### config.mk
export PLATFORM = sky130hd
export DESIGN_NAME = pal_lookup
export DESIGN_NICKNAME = d
export VERILOG_FILES = /design/src/rtl/pal_pkg.sv /design/src/rtl/pal_mode_ctl.sv /design/src/rtl/pal_regfile.sv /design/src/rtl/pal_decode.sv /design/src/rtl/pal_lookup.sv
export SDC_FILE = /design/constraint.sdc
export NUM_CORES = 1
export LEC_CHECK = 0
export BUFFER_PORTS_ARGS = -buffer_cell sky130_fd_sc_hd__buf_2
export CORE_MARGIN = 3
export CORE_UTILIZATION = 40
export CTS_CLUSTER_DIAMETER = 80
export CTS_CLUSTER_SIZE = 24
export DETAILED_ROUTE_END_ITERATION = 7
export REMOVE_ABC_BUFFERS = 1
export SYNTH_ARGS = -nofsm -noshare
export SYNTH_HDL_FRONTEND = slang
export SYNTH_SLANG_ARGS = --single-unit
### constraint.sdc
create_clock -name clk -period 1.52 [get_ports clk]
set_input_delay 0.076 -clock clk [delete_from_list [all_inputs] [get_ports clk]]
set_output_delay 0.076 -clock clk [all_outputs]
set_load 0.01 [all_outputs]
### src/rtl/pal_pkg.sv
package pal_pkg;
    localparam int unsigned ENTRY_BITS = 6;
    localparam int unsigned DAC_BITS   = 3;
    localparam int unsigned INT_BITS   = 2;
    localparam int unsigned PHASE_BITS = 4;
    localparam int unsigned PIX_BITS   = 8;

    typedef enum logic {
        FMT_RGB  = 1'b0,
        FMT_COMP = 1'b1
    } fmt_e;

    typedef struct packed {
        logic [DAC_BITS-1:0]   r;
        logic [DAC_BITS-1:0]   g;
        logic [DAC_BITS-1:0]   b;
        logic [INT_BITS-1:0]   inten;
        logic [PHASE_BITS-1:0] phase;
    } drive_t;

    typedef struct packed {
        fmt_e fmt;
        logic direct;
    } mode_t;
endpackage

### src/rtl/pal_mode_ctl.sv
module pal_mode_ctl
    import pal_pkg::*;
(
    input  logic  clk,
    input  logic  rst_n,
    input  logic  line_start,
    input  logic  fmt_in,
    input  logic  direct_in,
    output mode_t mode_eff
);
    mode_t mode_d, mode_q;

    always_comb begin
        mode_d = mode_q;
        if (line_start) begin
            mode_d.fmt    = fmt_e'(fmt_in);
            mode_d.direct = direct_in;
        end
        mode_eff = mode_d;
    end

    always_ff @(posedge clk) begin
        if (!rst_n) mode_q <= '{fmt: FMT_RGB, direct: 1'b0};
        else        mode_q <= mode_d;
    end

    // without a line-start pulse the adopted mode must not move
    assert_mode_hold_R9: assert property (@(posedge clk) disable iff (!rst_n)
        !line_start |=> $stable(mode_q));
endmodule

### src/rtl/pal_regfile.sv
module pal_regfile #(
    parameter int unsigned DEPTH = 16,
    parameter int unsigned WIDTH = 6,
    localparam int unsigned AW   = $clog2(DEPTH)
) (
    input  logic             clk,
    input  logic             rst_n,
    input  logic             wr_en,
    input  logic [AW-1:0]    wr_addr,
    input  logic [WIDTH-1:0] wr_data,
    input  logic [AW-1:0]    rd_idx,
    output logic [WIDTH-1:0] rd_data
);
    logic [WIDTH-1:0] ent_d [DEPTH];
    logic [WIDTH-1:0] ent_q [DEPTH];

    always_comb begin
        for (int i = 0; i < DEPTH; i++) begin
            ent_d[i] = ent_q[i];
        end
        if (wr_en) ent_d[wr_addr] = wr_data;
    end

    always_ff @(posedge clk) begin
        for (int i = 0; i < DEPTH; i++) begin
            if (!rst_n) ent_q[i] <= '0;
            else        ent_q[i] <= ent_d[i];
        end
    end

    assign rd_data = ent_q[rd_idx];

    // a write lands in the addressed entry at the edge
    assert_write_lands_R2: assert property (@(posedge clk) disable iff (!rst_n)
        wr_en |=> ent_q[$past(wr_addr)] == $past(wr_data));
endmodule

### src/rtl/pal_decode.sv
module pal_decode
    import pal_pkg::*;
(
    input  logic [ENTRY_BITS-1:0] entry,
    input  logic [PIX_BITS-1:0]   pixel,
    input  mode_t                 mode,
    input  logic                  blank,
    output drive_t                drive
);
    localparam int unsigned FLD   = ENTRY_BITS / 3;
    localparam int unsigned PAD   = DAC_BITS - FLD;
    localparam int unsigned DB_W  = PIX_BITS - 2 * DAC_BITS;
    localparam int unsigned DPAD  = DAC_BITS - DB_W;

    always_comb begin
        drive = '0;
        if (blank) begin
            drive = '0;
        end else if (mode.direct) begin
            drive.r = pixel[PIX_BITS-1 -: DAC_BITS];
            drive.g = pixel[PIX_BITS-1-DAC_BITS -: DAC_BITS];
            drive.b = {pixel[DB_W-1:0], {DPAD{1'b0}}};
        end else if (mode.fmt == FMT_COMP) begin
            drive.inten = entry[ENTRY_BITS-1 -: INT_BITS];
            drive.phase = entry[PHASE_BITS-1:0];
        end else begin
            drive.r = {entry[3*FLD-1 -: FLD], {PAD{1'b0}}};
            drive.g = {entry[2*FLD-1 -: FLD], {PAD{1'b0}}};
            drive.b = {entry[FLD-1:0],        {PAD{1'b0}}};
        end
    end
endmodule

### src/rtl/pal_lookup.sv
module pal_lookup
    import pal_pkg::*;
#(
    parameter int unsigned ENTRIES = 16,
    localparam int unsigned IW     = $clog2(ENTRIES)
) (
    input  logic                  clk,
    input  logic                  rst_n,
    input  logic                  wr_en,
    input  logic [IW-1:0]         wr_addr,
    input  logic [ENTRY_BITS-1:0] wr_data,
    input  logic                  fmt_comp,
    input  logic                  direct_en,
    input  logic                  line_start,
    input  logic                  blank,
    input  logic [PIX_BITS-1:0]   pixel,
    output logic [DAC_BITS-1:0]   dac_r,
    output logic [DAC_BITS-1:0]   dac_g,
    output logic [DAC_BITS-1:0]   dac_b,
    output logic [INT_BITS-1:0]   comp_int,
    output logic [PHASE_BITS-1:0] comp_phase
);
    mode_t                 mode_eff;
    logic [ENTRY_BITS-1:0] entry;
    drive_t                drive_d, drive_q;

    pal_mode_ctl u_mode (
        .clk        (clk),
        .rst_n      (rst_n),
        .line_start (line_start),
        .fmt_in     (fmt_comp),
        .direct_in  (direct_en),
        .mode_eff   (mode_eff)
    );

    pal_regfile #(.DEPTH(ENTRIES), .WIDTH(ENTRY_BITS)) u_table (
        .clk     (clk),
        .rst_n   (rst_n),
        .wr_en   (wr_en),
        .wr_addr (wr_addr),
        .wr_data (wr_data),
        .rd_idx  (pixel[IW-1:0]),
        .rd_data (entry)
    );

    pal_decode u_dec (
        .entry (entry),
        .pixel (pixel),
        .mode  (mode_eff),
        .blank (blank),
        .drive (drive_d)
    );

    always_ff @(posedge clk) begin
        if (!rst_n) drive_q <= '0;
        else        drive_q <= drive_d;
    end

    assign dac_r      = drive_q.r;
    assign dac_g      = drive_q.g;
    assign dac_b      = drive_q.b;
    assign comp_int   = drive_q.inten;
    assign comp_phase = drive_q.phase;

    // blanking yields black on the next cycle
    assert_blank_black_R8: assert property (@(posedge clk) disable iff (!rst_n)
        blank |=> (dac_r == '0 && dac_g == '0 && dac_b == '0
                   && comp_int == '0 && comp_phase == '0));

    // palette mode never sets a DAC LSB
    assert_pal_lsb_zero_R3: assert property (@(posedge clk) disable iff (!rst_n)
        !mode_eff.direct |=> (dac_r[0] == 1'b0 && dac_g[0] == 1'b0 && dac_b[0] == 1'b0));

    // direct color has no blue LSB source and silences composite
    assert_direct_shape_R5: assert property (@(posedge clk) disable iff (!rst_n)
        mode_eff.direct |=> (dac_b[0] == 1'b0 && comp_int == '0 && comp_phase == '0));

    // the two output groups are exclusive
    assert_groups_exclusive_R10: assert property (@(posedge clk) disable iff (!rst_n)
        (comp_int != '0 || comp_phase != '0) |-> (dac_r == '0 && dac_g == '0 && dac_b == '0));
endmodule

==> results.md <==
- Max VDD drop: 0.5515 mV
- Clk root buf: clkbuf_16
- Port Buffers: 38
- Clock sinks: 112
- Global-route wire length before repair: 21070 um
- H-tree levels: 3
- Critical path, cell by cell: mux4_1 -> mux2i_2 -> mux2_2 -> nor2_1
- Finished Core Util: 0.4844
- Max incr delay on CP: 0.54 ns
- Flop pwr share: 0.525
- Clk Latency, worst-skew pair: 0.35 ns
- Logic pwr share: 0.087
- Max frequency: 0.6809 GHz
- Yosys Warn Count: 0
- Residual DRC count: 0
- Setup TNS Final: 0 ns
- Most instantiated cells after synthesis: dfxtp_1 (112), nand2_1 (68), a21boi_0 (59)
- EDFF count, synth: 0
- Area fraction of the dominant cell type after synthesis: 0.4390
- Cell Area, Synth: 5107 um2
- Top cells by area, synth: dfxtp_1 (44%), mux2i_1 (9.8%), a21boi_0 (8.7%)
- Min-delay worst type: input pin to flip-flop
- Status: completed
- Worst-Margin Slew: 0.6085 ns
- Initial Util: 0.4165
- Biggest area consumer among synthesized cells: dfxtp_1
- Switching Power: 1320 uW
- Cell variety after synth: 27
- Final Max Tran Viols: 0
- Share of layout cells above drive strength 1: 0.2040
- Initial antenna violation count: 0
- Largest net degree at the start of global routing: 97
- Final setup viols: 0
- Min Tclk post-route: 1.469 ns
- Maximum clock insertion buffer count: 2
- Final Hold Fails: 0
- GP Congestion: 0.8436
- Register bit total from synthesis: 112
- Design area: 5939 um2
- Critical path class: flip-flop to flip-flop
- DR WL/cell: 18.53 um
- Unrepaired setup endpoints after global routing: false
- Skew final: 0.004773 ns
- DR vias: 3961
- Max Cap Viol: 0
- Total routed wirelength: 13380 um
- Slowest-stage cell, CP: mux4_1
- Top_reg_cell synth: dfxtp_1
- Total grt overflow: 0
- Async SR Flop Fraction: 0
- DR iter-0 viols: 369
- Nets: 575
- Die Area: 14160 um2
- WP data arrival: 1.71 ns
- Clock transition at path regs: 0.07 ns
- Synthesis-to-layout area growth: 16.29%
- Total power: 5710 uW
- Clock power share: 0.388
- Ant. Diodes: 0
- Switch share: 0.2312
- Crit share post-route: 0.9663
- PwrDens: 961.3 nW/um2
- Vias in the first global route: 3711
- Max-Slew Margin vs Limit: 0.5935
- Crit path launch type: flip-flop
- CP Capture Type: flip-flop
- Post-synthesis area per instance: 10.11 um2
- Die Y: 119.0 um
- DP HPWL: 9462 um
- CTS Buf Count: 9
- Critical Path RT: 1.76 ns
- Total GRT Usage: 0.1907
- Mapped Cells: 505
- Die span in x: 119.0 um
- Antenna violation net count after detailed routing: 0
- Sequential share of the synthesized area: 0.4390
- DRT Pass-1 Iters: 5
- Largest fanout on the critical path: 2
- Total placed instance area: 5617 um2
- Top Ports: 40
- Top-count cell post-synth: dfxtp_1
- Cell Int Power: 4390 uW
- Via/cell ratio: 5.486
- Core Rows: 40
- Hold Slack: 0.05958 ns
- Leakage power total: 0.002303 uW
- Core Area: 12260 um2
- CTS tree: done
==> path summary, 6_finish.rpt <==
path | cells past startpoint | slack, ns | start | endpoint
max | 4 | 0.05 | u_table.ent_q[14][5]$_SDFFE_PN0P_ | comp_int[1]$_SDFF_PP0_
min reg2reg | 2 | 0.47 | u_table.ent_q[0][4]$_SDFFE_PN0P_ | u_table.ent_q[0][4]$_SDFFE_PN0P_
max reg2reg | 4 | 0.05 | u_table.ent_q[14][5]$_SDFFE_PN0P_ | comp_int[1]$_SDFF_PP0_
min | 3 | 0.06 | fmt_comp | u_mode.mode_q[1]$_SDFF_PN0_
==> kinds of logic (layout without fill, tap and decap cells) <==
family,count (synthesis),count (layout),synth area share
buffers and inverters,45,94,0.04630
muxes,80,80,0.2215
DFF,112,112,0.4390
other,1,1,0.0007342
and+or+nand+nor,147,147,0.1411
AOI/OAI and AO/OA,120,120,0.1514
==> registers in the layout (all words and copies together) (netlist names) <==
register,cells
comp_phase,4
u_table.ent_q,96
dac_r,3
u_mode.mode_q,2
dac_g,3
dac_b,2
comp_int,2
==> power groups by stage <==
| stage | sequential (uW) | combinational, uW | clock, uW |
|---|---|---|---|
| floorplan | 3060 | 198 | 0 |
| finish | 3000 | 494 | 2220 |
| global route | 3000 | 534 | 2380 |
| detailed placement | 3060 | 483 | 0 |
| global placement | 3060 | 474 | 0 |
| CTS | 3000 | 491 | 2240 |
==> final cells by class <==
class,count,area (um2)
clock buffers,15,267.8
fillers,1119,6322
multi-input cells,348,2636
flip-flops and latches,112,2242
well taps,168,210.2
repair buffers,79,583.1
==> worst max-delay path: cells and delay by family (launching register included) <==
kind | cells | cell delay, ns
simple gates | 1 | 0.03
flops | 1 | 0.34
mux | 3 | 0.98
==> cell usage in the layout, fill, tap and decap left out, drive strengths merged <==
cell | netlist | routed
a21boi | 60 | 60
and2 | 2 | 2
and3 | 1 | 1
buf | 16 | 75
clkbuf | 29 | 15
conb | 1 | 1
dfxtp | 112 | 112
dlygate4sd3 | 0 | 4
mux2 | 6 | 6
mux2i | 50 | 50
mux4 | 24 | 24
nand2 | 68 | 68
nand2b | 6 | 6
nand3 | 7 | 7
nand3b | 4 | 4
nand4 | 1 | 1
nand4b | 1 | 1
nor2 | 16 | 16
nor2b | 40 | 40
nor3b | 1 | 1
o21ai | 54 | 54
o221ai | 6 | 6
==> per-layer routing <==
layer  routed length (um)  GRT usage
met1                 6437     0.2839
met2                 5666     0.2695
met3                 1061    0.05271
met4                  210    0.05286
met5                    0          0
==> timing repair <==
action | 4_1_cts | 5_1_grt
endpoints found under the hold margin | 4 | 0
hold buffers | 4 | 0
setup buffers | 0 | 1
setup endpoints to repair | 0 | 3
gates resized for setup | 0 | 2
==> stage by stage <==
| step | instances | setup WS (ns) |
|---|---|---|
| final | 722 | 0.05127 |
| after floorplan | 460 | 0.2880 |
| after global routing | 722 | 0.009785 |
| after global placement | 702 | -0.01482 |
| after CTS | 721 | 0.03843 |
| after detailed placement | 702 | -0.08397 |
Power figures use the tool's default switching activity.
